## src/rtl/irq_route_pkg.sv

```systemverilog
// Shared widths, delivery-mode codes and message type for the routing engine.
// Assumes an 8-bit vector, a 3-bit delivery mode and an 8-bit destination byte.
package irq_route_pkg;
    localparam int VEC_W  = 8;
    localparam int MODE_W = 3;
    localparam int DEST_W = 8;

    localparam logic [MODE_W-1:0] MODE_FIXED  = 3'd0;
    localparam logic [MODE_W-1:0] MODE_LOWPRI = 3'd1;

    typedef struct packed {
        logic [VEC_W-1:0]  vector;
        logic [MODE_W-1:0] mode;
        logic              level;
        logic [DEST_W-1:0] dest;
        logic              dest_logical;
    } route_msg_t;
endpackage

```

## src/rtl/irq_edge_track.sv

```systemverilog
// Samples each request line once per cycle and flags low-to-high and
// high-to-low changes against the sampled level.
// Assumes the lines are already synchronous to clk.
module irq_edge_track #(
    parameter int NUM_LINES = 24
) (
    input  logic                 clk,
    input  logic                 rst_n,
    input  logic [NUM_LINES-1:0] line_in,
    output logic [NUM_LINES-1:0] level_q,
    output logic [NUM_LINES-1:0] rise,
    output logic [NUM_LINES-1:0] fall
);
    // Remember the level seen on the previous cycle.
    always_ff @(posedge clk) begin
        if (!rst_n) level_q <= '0;
        else        level_q <= line_in;
    end

    // Changes against the remembered level.
    assign rise = line_in & ~level_q;
    assign fall = ~line_in & level_q;
endmodule

```

## src/rtl/irq_prio_pick.sv

```systemverilog
// Fixed-priority picker: grants the lowest-numbered requester.
// Assumes requests are stable for the cycle; purely combinational.
module irq_prio_pick #(
    parameter int NUM_LINES = 24,
    localparam int IDX_W    = $clog2(NUM_LINES)
) (
    input  logic [NUM_LINES-1:0] req,
    output logic [NUM_LINES-1:0] grant,
    output logic [IDX_W-1:0]     idx,
    output logic                 any
);
    logic [NUM_LINES-1:0] below;

    assign below[0] = 1'b0;
    for (genvar g = 1; g < NUM_LINES; g++) begin : g_chain
        assign below[g] = below[g-1] | req[g-1];
    end

    assign grant = req & ~below;
    assign any   = |req;

    // Encode the index of the lowest requester.
    always_comb begin
        idx = '0;
        for (int i = NUM_LINES - 1; i >= 0; i--) begin
            if (req[i]) idx = IDX_W'(i);
        end
    end

    // at most one grant, and it matches the encoded index.
    always_comb begin
        p_grant_onehot_r10: assert ($onehot0(grant));
        if (any) p_grant_idx_r10: assert (grant[idx]);
    end
endmodule

```

## src/rtl/irq_msg_slot.sv

```systemverilog
// One-entry output register on a valid/ready interface.
// Assumes load is only raised while the slot is empty.
module irq_msg_slot
    import irq_route_pkg::*;
(
    input  logic       clk,
    input  logic       rst_n,
    input  logic       load,
    input  route_msg_t load_msg,
    input  logic       ready,
    output logic       valid,
    output route_msg_t msg
);
    // Fill on load, empty on handshake.
    always_ff @(posedge clk) begin
        if (!rst_n) begin
            valid <= 1'b0;
            msg   <= '0;
        end else if (load) begin
            valid <= 1'b1;
            msg   <= load_msg;
        end else if (valid && ready) begin
            valid <= 1'b0;
        end
    end

    // a waiting message keeps its content.
    p_hold_stable_r11: assert property (@(posedge clk) disable iff (!rst_n)
        valid && !ready |=> valid && $stable(msg));

    // the slot is never overwritten.
    p_no_overwrite_r11: assert property (@(posedge clk) disable iff (!rst_n)
        load |-> !valid);
endmodule

```

## src/rtl/irq_route_engine.sv

```systemverilog
// Routing engine: records requests per line, evaluates one entry per cycle in
// ascending order when the output slot is empty, applies edge/level and
// remote-lockout rules, and issues messages. Entry settings come from outside.
// Assumes all inputs are synchronous to clk.
module irq_route_engine
    import irq_route_pkg::*;
#(
    parameter int NUM_LINES = 24,
    parameter int DWORD_W   = 32,
    localparam int IDX_W    = $clog2(NUM_LINES),
    localparam int DEST_LSB = DWORD_W - DEST_W
) (
    input  logic                         clk,
    input  logic                         rst_n,
    input  logic [NUM_LINES-1:0]         irq_in,
    input  logic [NUM_LINES*VEC_W-1:0]   cfg_vector,
    input  logic [NUM_LINES*MODE_W-1:0]  cfg_mode,
    input  logic [NUM_LINES-1:0]         cfg_dest_logical,
    input  logic [NUM_LINES-1:0]         cfg_level,
    input  logic [NUM_LINES-1:0]         cfg_mask,
    input  logic [NUM_LINES*DWORD_W-1:0] cfg_dest_word,
    input  logic [NUM_LINES-1:0]         cfg_wr,
    input  logic                         eoi_valid,
    input  logic [VEC_W-1:0]             eoi_vector,
    output logic                         msg_valid,
    input  logic                         msg_ready,
    output logic [VEC_W-1:0]             msg_vector,
    output logic [MODE_W-1:0]            msg_mode,
    output logic                         msg_level,
    output logic [DEST_W-1:0]            msg_dest,
    output logic                         msg_dest_logical,
    output logic [NUM_LINES-1:0]         pend_o,
    output logic [NUM_LINES-1:0]         rirr_o,
    output logic [NUM_LINES-1:0]         dstat_o
);
    logic [NUM_LINES-1:0] level_q, rise, fall;
    logic [NUM_LINES-1:0] need_q, pend_q, rirr_q, dstat_q;
    logic [NUM_LINES-1:0] need_d, pend_d, rirr_d, dstat_d;
    logic [NUM_LINES-1:0] grant;
    logic [IDX_W-1:0]     sel;
    logic                 any_need, do_eval, active, send;
    route_msg_t           new_msg, out_msg;

    irq_edge_track #(.NUM_LINES(NUM_LINES)) i_track (
        .clk(clk), .rst_n(rst_n), .line_in(irq_in),
        .level_q(level_q), .rise(rise), .fall(fall)
    );

    irq_prio_pick #(.NUM_LINES(NUM_LINES)) i_pick (
        .req(need_q), .grant(grant), .idx(sel), .any(any_need)
    );

    // Gather the selected entry's settings and decide whether to send.
    always_comb begin
        int si;
        si = int'(sel);
        do_eval = any_need && !msg_valid;
        active  = do_eval && pend_q[si] && !cfg_mask[si];
        new_msg.vector       = cfg_vector[si*VEC_W +: VEC_W];
        new_msg.mode         = cfg_mode[si*MODE_W +: MODE_W];
        new_msg.level        = cfg_level[si];
        new_msg.dest         = cfg_dest_word[si*DWORD_W + DEST_LSB +: DEST_W];
        new_msg.dest_logical = cfg_dest_logical[si];
        send = active
            && (new_msg.mode == MODE_FIXED || new_msg.mode == MODE_LOWPRI)
            && (!cfg_level[si] || !rirr_q[si]);
    end

    // Per-line next state: evaluation, new request, config pulse, EOI, fall.
    always_comb begin
        need_d  = need_q;
        pend_d  = pend_q;
        rirr_d  = rirr_q;
        dstat_d = dstat_q;
        for (int i = 0; i < NUM_LINES; i++) begin
            if (do_eval && grant[i]) begin
                need_d[i] = 1'b0;
                if (active) begin
                    dstat_d[i] = 1'b0;
                    if (cfg_level[i]) rirr_d[i] = 1'b1;
                    else              pend_d[i] = 1'b0;
                end
            end
            if (rise[i] && (cfg_level[i] || !cfg_mask[i])) begin
                pend_d[i]  = 1'b1;
                need_d[i]  = 1'b1;
                dstat_d[i] = 1'b1;
            end
            if (cfg_wr[i]) need_d[i] = 1'b1;
            if (eoi_valid && rirr_q[i]
                && cfg_vector[i*VEC_W +: VEC_W] == eoi_vector) begin
                rirr_d[i] = 1'b0;
                need_d[i] = 1'b1;
            end
            if (fall[i] && cfg_level[i]) pend_d[i] = 1'b0;
        end
    end

    // Per-line state registers.
    always_ff @(posedge clk) begin
        if (!rst_n) begin
            need_q  <= '0;
            pend_q  <= '0;
            rirr_q  <= '0;
            dstat_q <= '0;
        end else begin
            need_q  <= need_d;
            pend_q  <= pend_d;
            rirr_q  <= rirr_d;
            dstat_q <= dstat_d;
        end
    end

    irq_msg_slot i_slot (
        .clk(clk), .rst_n(rst_n), .load(send), .load_msg(new_msg),
        .ready(msg_ready), .valid(msg_valid), .msg(out_msg)
    );

    assign msg_vector       = out_msg.vector;
    assign msg_mode         = out_msg.mode;
    assign msg_level        = out_msg.level;
    assign msg_dest         = out_msg.dest;
    assign msg_dest_logical = out_msg.dest_logical;
    assign pend_o  = pend_q;
    assign rirr_o  = rirr_q;
    assign dstat_o = dstat_q;

    // only fixed or lowest-priority messages leave the block.
    p_mode_legal_r8: assert property (@(posedge clk) disable iff (!rst_n)
        msg_valid |-> (msg_mode == MODE_FIXED || msg_mode == MODE_LOWPRI));

    for (genvar g = 0; g < NUM_LINES; g++) begin : g_line_chk
        // a falling level-triggered line leaves nothing pending.
        p_fall_clears_r6: assert property (@(posedge clk) disable iff (!rst_n)
            fall[g] && cfg_level[g] |=> !pend_q[g]);
        // a masked edge-triggered rise is not recorded.
        p_masked_edge_drop_r2: assert property (@(posedge clk) disable iff (!rst_n)
            rise[g] && !cfg_level[g] && cfg_mask[g] && !pend_q[g] |=> !pend_q[g]);
        // a matching end-of-interrupt releases the lockout.
        p_eoi_release_r7: assert property (@(posedge clk) disable iff (!rst_n)
            eoi_valid && rirr_q[g] && cfg_vector[g*VEC_W +: VEC_W] == eoi_vector
            |=> !rirr_q[g]);
    end
endmodule

```

## config.mk

```make
export PLATFORM = sky130hd
export DESIGN_NAME = irq_route_engine
export DESIGN_NICKNAME = d
export VERILOG_FILES = /design/src/rtl/irq_route_pkg.sv /design/src/rtl/irq_edge_track.sv /design/src/rtl/irq_prio_pick.sv /design/src/rtl/irq_msg_slot.sv /design/src/rtl/irq_route_engine.sv
export SDC_FILE = /design/constraint.sdc
export NUM_CORES = 1
export LEC_CHECK = 0
export BUFFER_PORTS_ARGS = -buffer_cell sky130_fd_sc_hd__buf_2
export CORE_AREA = 2 2 485 487
export DETAILED_ROUTE_END_ITERATION = 8
export DIE_AREA = 0 0 487 489
export GPL_ROUTABILITY_DRIVEN = 0
export GPL_TIMING_DRIVEN = 0
export PLACE_DENSITY_LB_ADDON = 0.08
export RECOVER_POWER = 50
export SYNTH_ARGS = -nofsm -noshare
export SYNTH_HDL_FRONTEND = slang
export SYNTH_SLANG_ARGS = --single-unit
```

## constraint.sdc

```tcl
create_clock -name clk -period 4.1 [get_ports clk]
set_clock_uncertainty 0.1 [all_clocks]
set_input_delay 0.82 -clock clk [delete_from_list [all_inputs] [get_ports clk]]
set_output_delay 0.82 -clock clk [all_outputs]
set_load 0.02 [all_outputs]
```

Word level (Yosys, flattened, before mapping):

Index checks and enable logic that the tools add are counted.

* add/sub/neg operators: 1
* $lt $le $gt $ge: 1
* eq/ne operators: 49
* $mul: 1
* shift operators: 3
* divide/modulo/power cells: 0
* mux-type cells: 277
* reduce and logical (&&, ||, !) cells: 375
* bitwise gates (word level): 29

Operators with widths (number)
* $shiftx A768 B12 Y8: 1
* $mux W1: 248
* $eq A8 B8 Y1: 24
* $shiftx A192 B9 Y8: 1
* $reduce_and A3 Y1: 48
* $logic_and A1 B1 Y1: 126
* $mux W5: 24
* $reduce_bool A2 Y1: 49
* $reduce_bool A4 Y1: 24
* $reduce_or A2 Y1: 48
* $and A24 B24 Y24: 3
* $not A24 Y24: 3
* $shiftx A72 B8 Y3: 1
* $ne A2 B1 Y1 const B: 24
* $reduce_and A2 Y1: 24
* $logic_not A1 Y1: 28
* $logic_or A1 B1 Y1: 26
* $bmux W1 S5: 5
* $reduce_or A24 Y1: 1
* $or A1 B1 Y1: 22
* $add A10 B5 Y11 const B: 1
* $mul A5 B2 Y7 const B: 1
* $lt A5 B6 Y1 const B: 1
* $eq A3 B1 Y1 const B: 1
* other kinds (2): 2

* memories kept: 0
* word-level logic and storage cells: 839
* input bits: 1164
* output and inout port bits: 94
* latch bits: 0
* bits in registers: 142
* memory bits (writable): 0
* bits in read-only memories: 0

Depth between registers and ports, before layout:

Gate-level depths: netlist of the first run.

* depth after elaboration: 31
* depth in mapped cells: 15
* mapped depth without buffers: 10

Hierarchy:

A second synthesis of the first run with hierarchy kept.

* cells, all modules: 1380
* area, all modules: 13262.7 um2

By module, submodules not included
* irq_route_engine: sequential area each 1921.8 um2, area each 10921.7 um2, cells an instance 1127, instances 1
* irq_edge_track: sequential area each 480.5 um2, area each 953.4 um2, cells an instance 98, instances 1
* irq_msg_slot: sequential area each 440.4 um2, area each 854.6 um2, cells an instance 71, instances 1
* irq_prio_pick: sequential area each 0.0 um2, area each 533.0 um2, cells an instance 84, instances 1

Worst setup path after synthesis of the first run:

Ideal clock, no wire load.

* path type: register to register
* from: register need_q[9]
* to: register dstat_q[22], in the netlist dstat_o[22]
* path slack: 935 ps
* cell stages (with the launch flop): 15
* library setup time: 115 ps
* path buffers: 4
* arrival time: 2950 ps
* data required time: 3885 ps
* clock period less this slack: 3165 ps
* cell sequence: dfxtp_1 buf_2 or4_4 o221ai_2 a21oi_2 or2_1 buf_2 o311ai_1 a21boi_1 a311oi_4 and2_1 buf_4 buf_4 a31oi_1 o21a_1

* word-level cells in the longest chain between the ends: 18
* elaborated cells between the ends (all ways): 38
* those cells by class: 14 x mux; 15 x bitwise; 9 x reduce/logical

Ends and longest elaborated chain
* start, declared: RTL line irq_route_engine.sv:37 `logic [NUM_LINES-1:0] need_q, pend_q, rirr_q, dstat_q;`
* start signal, assigned: RTL line irq_route_engine.sv:107 `need_q <= need_d;`
* branches (longest 17 deep; another with $mux W5)
* $reduce_and A2 Y1 (no line) *
* end signal, assigned: RTL line irq_route_engine.sv:110 `dstat_q <= dstat_d;`
* end, declared: RTL line irq_route_engine.sv:37

Mark *: on every way between the ends. The select of a mux whose other input is x is not followed.
A chain may end at the register's enable or synchronous reset.

Final worst setup path of the first run:

* from: register need_q[6]
* to: register i_slot.msg[19] in the netlist's numbering

* word-level cells in the longest chain between the ends: 13
* elaborated cells between the ends (all ways): 31
* those cells by class: 1 x mul; 1 x eq/ne; 2 x shift; 15 x mux; 12 x reduce/logical

Ends and longest elaborated chain
* $mux W5 (7 in a row): RTL line irq_prio_pick.sv:26 `if (req[i]) idx = IDX_W'(i);`
* $mul A5 B2 Y7 / $bmux W1 S5 (equally long branches): RTL line irq_route_engine.sv:60, irq_route_engine.sv:58
* $shiftx A72 B8 Y3 / $mux W1 (equally long branches): RTL line irq_route_engine.sv:60, irq_route_engine.sv:58
* $eq A3 B1 Y1 (tied with other cells): RTL line irq_route_engine.sv:65 `&& (new_msg.mode == MODE_FIXED || new_msg.mode == MODE_LOWPRI)`
* $logic_or A1 B1 Y1 / $logic_and A1 B1 Y1 (equally long branches): RTL line irq_route_engine.sv:65, irq_route_engine.sv:58
* $logic_and A1 B1 Y1: RTL line irq_route_engine.sv:65
* $logic_and A1 B1 Y1: RTL line irq_route_engine.sv:66 `&& (!cfg_level[si] || !rirr_q[si]);`
* end signal, assigned: RTL line irq_msg_slot.sv:21 `msg <= load_msg;`
* end, declared: RTL line irq_msg_slot.sv:12 `output route_msg_t msg`

Parallel ways exist; a longest one is shown, timed or not. The select of a mux whose other input is x is not followed.

==> results of run 1 <==
Yosys cell counts, types with 4 or more instances:
library cell	number
nand2_1	540
dfxtp_1	142
xnor2_1	139
nand3_1	137
clkbuf_1	87
nor2_1	71
and3_1	65
nor3_1	64
a21oi_1	58
o21ai_0	57
xor2_1	53
a31oi_1	51
buf_2	51
a311oi_1	44
nand4_1	44
a32oi_1	39
nor4_1	33
inv_1	31
and2_1	29
a41oi_1	20
mux2i_1	20
a311o_1	19
buf_1	19
nand3b_1	19
nand2b_1	18
o31ai_1	17
nor2b_1	13
o311ai_0	12
nor3b_1	9
o211ai_1	9
o221ai_1	7
nor4b_1	6
o21a_1	6
a41o_1	5
a211oi_1	4
a21o_1	4
a221oi_1	4
buf_4	4
buf_6	4
o311ai_1	4
routing by layer:
layer	share of wire	up-vias	track usage
li1	-	8739	-
met5	0.0050	-	0
met3	0.090	343	0.06103
met2	0.44	998	0.2376
met1	0.44	9207	0.1855
met4	0.027	152	0.03992
per-stage QoR:
| step | instances | setup TNS, ns | power (W) | util | cell area (um^2) |
|---|---|---|---|---|---|
| finish | 5875 | 0 | 0.007421 | 0.09890 | 23110 |
| global placement | 5726 | -198.00 | 0.005178 | 0.08775 | 20500 |
| floorplan | 1993 | 0 | 0.003041 | - | 13300 |
| global route | 5821 | 0 | 0.007781 | 0.09832 | 22970 |
| detailed placement | 5730 | -170.29 | 0.005172 | 0.08806 | 20570 |
| CTS | 5778 | -0.02991 | 0.007503 | 0.09699 | 22660 |
where the power goes:
part           switching [W]  leakage [nW]  internal (W)
Clock               0.000891         0.282      0.000918
Combinational        0.00274          6.99       0.00129
Sequential          0.000105          1.17       0.00148
kinds of logic after synthesis:
kind of cell	Yosys count
AO/OA/AOI/OAI	378
flip-flops	142
multiplexers	21
AND/OR/NAND/NOR	1063
XOR/XNOR	192
buffers and inverters	197
layout make-up:
type	count	area [um^2]
clock inverters	11	133.9
diodes	84	210.2
multi-input cells	1654	10570
flip-flops and latches	142	2848
inverters	32	120.1
well taps	3060	3829
repair buffers	711	3628
plain buffers	161	1316
clock buffers	20	446.7
fillers	27667	210500
critical path: stages, from the launching register on:
cell	delay [ns]
dfxtp_1	0.30
buf_2	0.19
nor4_4	0.36
o221ai_4	0.19
a21oi_4	0.36
or2_4	0.20
buf_12	0.16
buf_16	0.16
buf_12	0.20
buf_8	0.22
clkbuf_4	0.32
nand2_1	0.09
a31oi_1	0.25
a32oi_1	0.14
a311o_1	0.45
mux2i_1	0.13
sequential cells by signal (all words and copies together) (netlist names):
signal and count:
dstat_o 24, i_slot.msg 21, need_q 24, rirr_o 24, pend_o 24, i_track.level_q 24
i_slot.valid 1
worst paths after layout:
| check | start | endpoint |
|---|---|---|
| max | need_q[6]$_SDFFE_PN0P_ | i_slot.msg[19]$_SDFFE_PN0P_ |
| min | i_slot.msg[9]$_SDFFE_PN0P_ | i_slot.msg[9]$_SDFFE_PN0P_ |
| max reg2reg | need_q[6]$_SDFFE_PN0P_ | i_slot.msg[19]$_SDFFE_PN0P_ |
| min reg2reg | i_slot.msg[9]$_SDFFE_PN0P_ | i_slot.msg[9]$_SDFFE_PN0P_ |
what timing repair did:
item | 4_1_cts | 5_1_grt
hold buffers | 0 | 0
hold endpoints to repair | 0 | 0
resized for setup | 346 | 50
cloned | 0 | 4
setup endpoints to repair | 106 | 69
buffers inserted | 19 | 11
pin swaps | 18 | 18
==> impl_results.md, run 1 <==
- Most frequent cells in the layout: buf_2, nand2_1, xnor2_1
- Setup ws final: 0.1364 ns
- #FFs+latches synth: ~140
- Largest net degree at the start of global routing: 17
- Crit path time final: just under 4 ns
- Failing checks: capacitance limit
- GRT overflow: 0
- Nets@finish: 3883
- Post-synth EDFFs: 0
- Synth warn: 0
- Synth Area in XOR/XNOR: 0.1264
- Die W: roughly 490 um
- Crit path max fanout: 11
- Top Ports: 1258
- Reg2Reg Setup Slack: between 0.1 and 0.15 ns
- Most common cell after layout, fill and taps aside: buf_2
- Post-synthesis cell type count: 66
- Worst-Skew Late Latency: 0.52 ns
- Post-Synth Simple-Gate Area: 0.3728
- Setup slack at placement: -2.965 ns
- Top FF cell, synth: dfxtp_1
- Vias after detailed routing: roughly 19000
- Max Transition Viols Final: 0
- Die area: ~0.24 mm^2
- Area delta synth->final: 73.68%
- Post-synth ARST share: 0
- Antenna violations before repair: 210
- Status: finished with violations
- CTS tree: yes
- Hold slack: ~0.36 ns
- First-pass DRT Iterations: 5
- Tightest Pin Transition: approximately 1.5 ns
- Hold Path Cell Cnt: 2
- Synth area leaders: dfxtp_1, nand2_1, xnor2_1, nand3_1, xor2_1
- Slew margin rel.: 0.007699
- Cells after Synth: around 2000
- Compound-Gate Fraction of Synth Area: 0.2066
- Final period util: 0.9667
- Area share of the largest cell type after synthesis: 0.2137
- Share of cells above drive strength 1: 0.3230
- Final setup vio count: 0
- Vias per cell: 3.309
- Core area: between 0.2 and 0.25 mm^2
- Largest family of logic cells by synthesized area: simple AND/OR/NAND/NOR gates
- CTS Buf Count: 17
- Syn Nets: about 3200
- Mux cell area share after synthesis: 0.01674
- Final count of hold timing violations: 0
- # rows: ~180
- Post-DP HPWL: 160500 um
- # port buffers: ~670
- Clock tree buffer depth: 2
- Power Density: around 320 mW/mm^2
- H-Tree Depth: 4
- Drt initial violations: 1215
- Routed wire length: ~190000 um
- Drc violations: 0
- CTS sink count: about 140
- First-pass GRT wire length: around 230000 um
- R2R cell count: 15
- Synth Area in Adders: 0
- WS Path Type: reg2reg
- CTS root buffer: clkbuf_16
- Largest area contributor in the netlist: dfxtp_1
- Avg WL per Cell: 31.51 um
- Height of the die: 489 um
- WP data arrival: roughly 4.3 ns
- Initial Util: 0.05695
- Class of the worst hold path: reg2reg
- Antenna-violating nets left: 0
- Crit. End Element: flop
- Max VDD drop: 349.0 uV
- Max Cap Viol: 1
- Synthesized area: roughly 0.013 mm^2
- Total GRT Usage: 0.1496
- Achievable frequency: between 200 and 300 MHz
- CTS clk-pin slew, worst paths: about 0.080 ns
- Post-Syn Area per Cell: 6.675 um^2
- Register area share after synthesis: 0.2137
- RSZ-0062 raised after global routing: false
- Worst Path Required: 4.45 ns
- P_leak: between 8 and 9 nW
- Crit path launch type: flop
- Vias in the first global route: 19464
Power figures use the tool's default switching activity.
==> run 2, diff against run 1 <==
CELL_PAD_IN_SITES_DETAIL_PLACEMENT = 1   (was default)
CELL_PAD_IN_SITES_GLOBAL_PLACEMENT = 2   (was default)
CORE_AREA = 2 2 494 496   (was 2 2 485 487)
DIE_AREA = 0 0 496 498   (was 0 0 487 489)
clock period = 4.01 ns   (was 4.1 ns; I/O delays follow)
==> run 2 against run 1 <==
  * The run now ends clean
  * Combinational power increased by 6.2%
  * Sequential share of layout area decreased by 0.40 points
  * Non-clock buffer count increased by 6
  * Final cell count increased by 2.3%
  * Clock power increased by 5%
  * Register-to-register slack got worse by 0.06 ns
  * Worst setup slack got worse by 0.058 ns
  * Largest power group unchanged
  * Die area increased by 3.7%
  * Flip-flop and latch count unchanged
  * Highest routed layer unchanged
==> impl_results.md, run 2 (synthesized netlist as in run 1, its figures left out) <==
- Status: finished, final reports clean (was finished with violations)
- WS Path Type: reg2reg (unchanged)
- First-pass DRT Iterations: 5 (unchanged)
- Critical Path Max Stage Delay: 0.48 ns (was 0.45 ns)
- First-pass GRT wire length: 241400 um (was 226700 um)
- Drc violations: 0 (unchanged)
- CTS root buffer: clkbuf_16 (unchanged)
- Nets@finish: 3889 (was 3883)
- Worst Path Required: 4.33 ns (was 4.45 ns)
- Class of the worst hold path: reg2reg (unchanged)
- FF-to-FF End: i_slot.msg[8]$_SDFFE_PN0P_ (was i_slot.msg[19]$_SDFFE_PN0P_)
- Achievable frequency: 254.4 MHz (was 252.3 MHz)
- Hold_buf cts: 0 (unchanged)
- Hold slack: 0.3722 ns (was 0.3621 ns)
- Slowest stage cell, crit path: dfxtp_1 (was a311o_1)
- Max Transition Viols Final: 0 (unchanged)
- Die area: 0.2470 mm^2 (was 0.2381 mm^2)
- Top Ports: 1258 (unchanged)
- Antenna-violating nets left: 0 (unchanged)
- Avg WL per Cell: 32.17 um (was 31.51 um)
- Worst-Skew Late Latency: 0.55 ns (was 0.52 ns)
- Most common cell after layout, fill and taps aside: buf_2 (unchanged)
- Total GRT Usage: 0.1527 (was 0.1496)
- Cell Count, Final, Fillers Out: 6009 (was 5875)
- Routed wire length: 193300 um (was 185100 um)
- Area delta synth->final: 80.01% (was 73.68%)
- Power Density: 326.0 mW/mm^2 (was 321.2 mW/mm^2)
- Crit path launch type: flop (unchanged)
- WP data arrival: 4.25 ns (was 4.31 ns)
- CTS Buf Count: 17 (unchanged)
- CTS clk-pin slew, worst paths: 0.09 ns (was 0.08 ns)
- Antenna violations before repair: 230 (was 210)
- Crit. End Element: flop (unchanged)
- Reg2Reg Setup Slack: 0.08 ns (was 0.14 ns)
- R2R Path Start: need_q[16]$_SDFFE_PN0P_ (was need_q[6]$_SDFFE_PN0P_)
- Register area: 0.002855 mm^2 (was 0.002848 mm^2)
- CTS sink count: 142 (unchanged)
- H-Tree Depth: 4 (unchanged)
- # port buffers: 673 (unchanged)
- Cell mode on critical path: buf_6 (was buf_12)
- Core area: 0.2419 mm^2 (was 0.2336 mm^2)
- # rows: 181 (was 178)
- Multi-input gate area: 0.01091 mm^2 (was 0.01057 mm^2)
- Final setup vio count: 0 (unchanged)
- Final cell utilization of the core: 0.09902 (was 0.09890)
- Max Cap Viol: 0 (was 1)
- Placed cell count: 5877 (was 5730)
- Post-DP HPWL: 167000 um (was 160500 um)
- Height of the die: 498 um (was 489 um)
- GRT overflow: 0 (unchanged)
- Critical path startpoint: need_q[16]$_SDFFE_PN0P_ (was need_q[6]$_SDFFE_PN0P_)
- Setup tns final: 0 ns (unchanged)
- Most frequent cells in the layout: buf_2, nand2_1, xnor2_1 (unchanged)
- Fill count: 29100 (was 27667)
- P_leak: 8.678 nW (was 8.444 nW)
- Final count of hold timing violations: 0 (unchanged)
- CTS tree: yes (unchanged)
- R2R cell count: 12 (was 15)
- Crit path time final: 3.932 ns (was 3.964 ns)
- Max VDD drop: 370.8 uV (was 349.0 uV)
- Tightest Pin Transition: 1.352 ns (was 1.477 ns)
- Final period util: 0.9804 (was 0.9667)
- Largest net degree at the start of global routing: 17 (unchanged)
- CP cell instances: nor4_1 -> o21ai_2 -> and4bb_2 -> o21ai_4 -> buf_6 -> buf_6 -> buf_8 -> clkbuf_4 -> nand3_1 -> a32oi_1 -> a311o_1 -> mux2i_1 (was buf_2 -> nor4_4 -> o221ai_4 -> a21oi_4 -> or2_4 -> buf_12 -> buf_16 -> buf_12 -> buf_8 -> clkbuf_4 -> nand2_1 -> a31oi_1 -> a32oi_1 -> a311o_1 -> mux2i_1)
- Slew margin rel.: 0.09877 (was 0.007699)
- Vias per cell: 3.217 (was 3.309)
- Share of cells above drive strength 1: 0.3451 (was 0.3230)
- Vias in the first global route: 20719 (was 19464)
- Crit path max fanout: 10 (was 11)
- Worst setup path end: i_slot.msg[8]$_SDFFE_PN0P_ (was i_slot.msg[19]$_SDFFE_PN0P_)
- Drt initial violations: 895 (was 1215)
- RSZ-0062 raised after global routing: true (was false)
- Die W: 496 um (was 487 um)
- Clock tree buffer depth: 2 (unchanged)
- Initial Util: 0.05501 (was 0.05695)
- Vias after detailed routing: 19328 (was 19439)
run 2: cell count changes in the layout (fill, tap and decap cells not counted), sizes merged, moves of 7 or more:
cell    previous run  this run
buf              689       704
clkbuf           201       188
diode             84        69
inv               34        41
run 2: worst min-delay path by stage:
stage | endpoint | startpoint | cells past startpoint | slack [ns]
floorplan | need_q[23]$_SDFFE_PN0P_ | need_q[23]$_SDFFE_PN0P_ | 2 | 0.39
global placement | i_slot.msg[6]$_SDFFE_PN0P_ | i_slot.msg[6]$_SDFFE_PN0P_ | 2 | 0.35
detailed placement | i_slot.msg[19]$_SDFFE_PN0P_ | i_slot.msg[19]$_SDFFE_PN0P_ | 2 | 0.36
CTS | need_q[1]$_SDFFE_PN0P_ | cfg_wr[1] | 3 | 0.33
global route | need_q[1]$_SDFFE_PN0P_ | cfg_wr[1] | 3 | 0.35
finish | i_slot.msg[8]$_SDFFE_PN0P_ | i_slot.msg[8]$_SDFFE_PN0P_ | 2 | 0.37
run 2: cell type report:
type / instances / share of cell area
inverters: 32 / 0.005015
multi-input cells: 1654 / 0.4557
flip-flops and latches: 142 / 0.1192
diodes: 69 / 0.007210
well taps: 3202 / 0.1673
plain buffers: 158 / 0.06071
repair buffers: 720 / 0.1600
clock inverters: 15 / 0.007053
clock buffers: 17 / 0.01776
run 2: report_power, final:
group	switching, W	total, W	internal (W)
logic	0.00284	0.00427	0.00143
clock network	0.00101	0.00190	0.000891
registers	0.000124	0.00164	0.00152
total	0.00397	0.00781	0.00384
run 2: worst max-delay path, delay by kind of cell (launching register included):
family / cells / cell delay (ns)
simple gates: 3 / 0.95
mux: 1 / 0.07
buf+inv: 4 / 1.09
flops: 1 / 0.48
compound gates: 4 / 1.03
run 2: stage by stage:
| stage | instance area (um^2) | worst slack [ns] | power, W |
|---|---|---|---|
| after floorplan | 13300 | 0.8450 | 0.003110 |
| after global placement | 20680 | -3.747 | 0.005400 |
| after detailed placement | 20860 | -3.482 | 0.005419 |
| after CTS | 23650 | -0.002389 | 0.008090 |
| after global routing | 23840 | -0.02097 | 0.008289 |
| final | 23950 | 0.07844 | 0.007809 |
run 2: what timing repair did:
item,4_1_cts,5_1_grt
gates resized for setup,435,48
gates cloned,4,0
endpoints found under the setup margin,107,41
buffers inserted,28,6
pin swaps,31,14
run 2: per-layer routing:
| layer | vias up | wire (um) | track usage |
|---|---|---|---|
| met5 | - | 1300 | 0 |
| met2 | 752 | 85850 | 0.2419 |
| met3 | 331 | 16840 | 0.06554 |
| li1 | 8745 | - | - |
| met4 | 206 | 3472 | 0.02980 |
| met1 | 9294 | 85830 | 0.1913 |
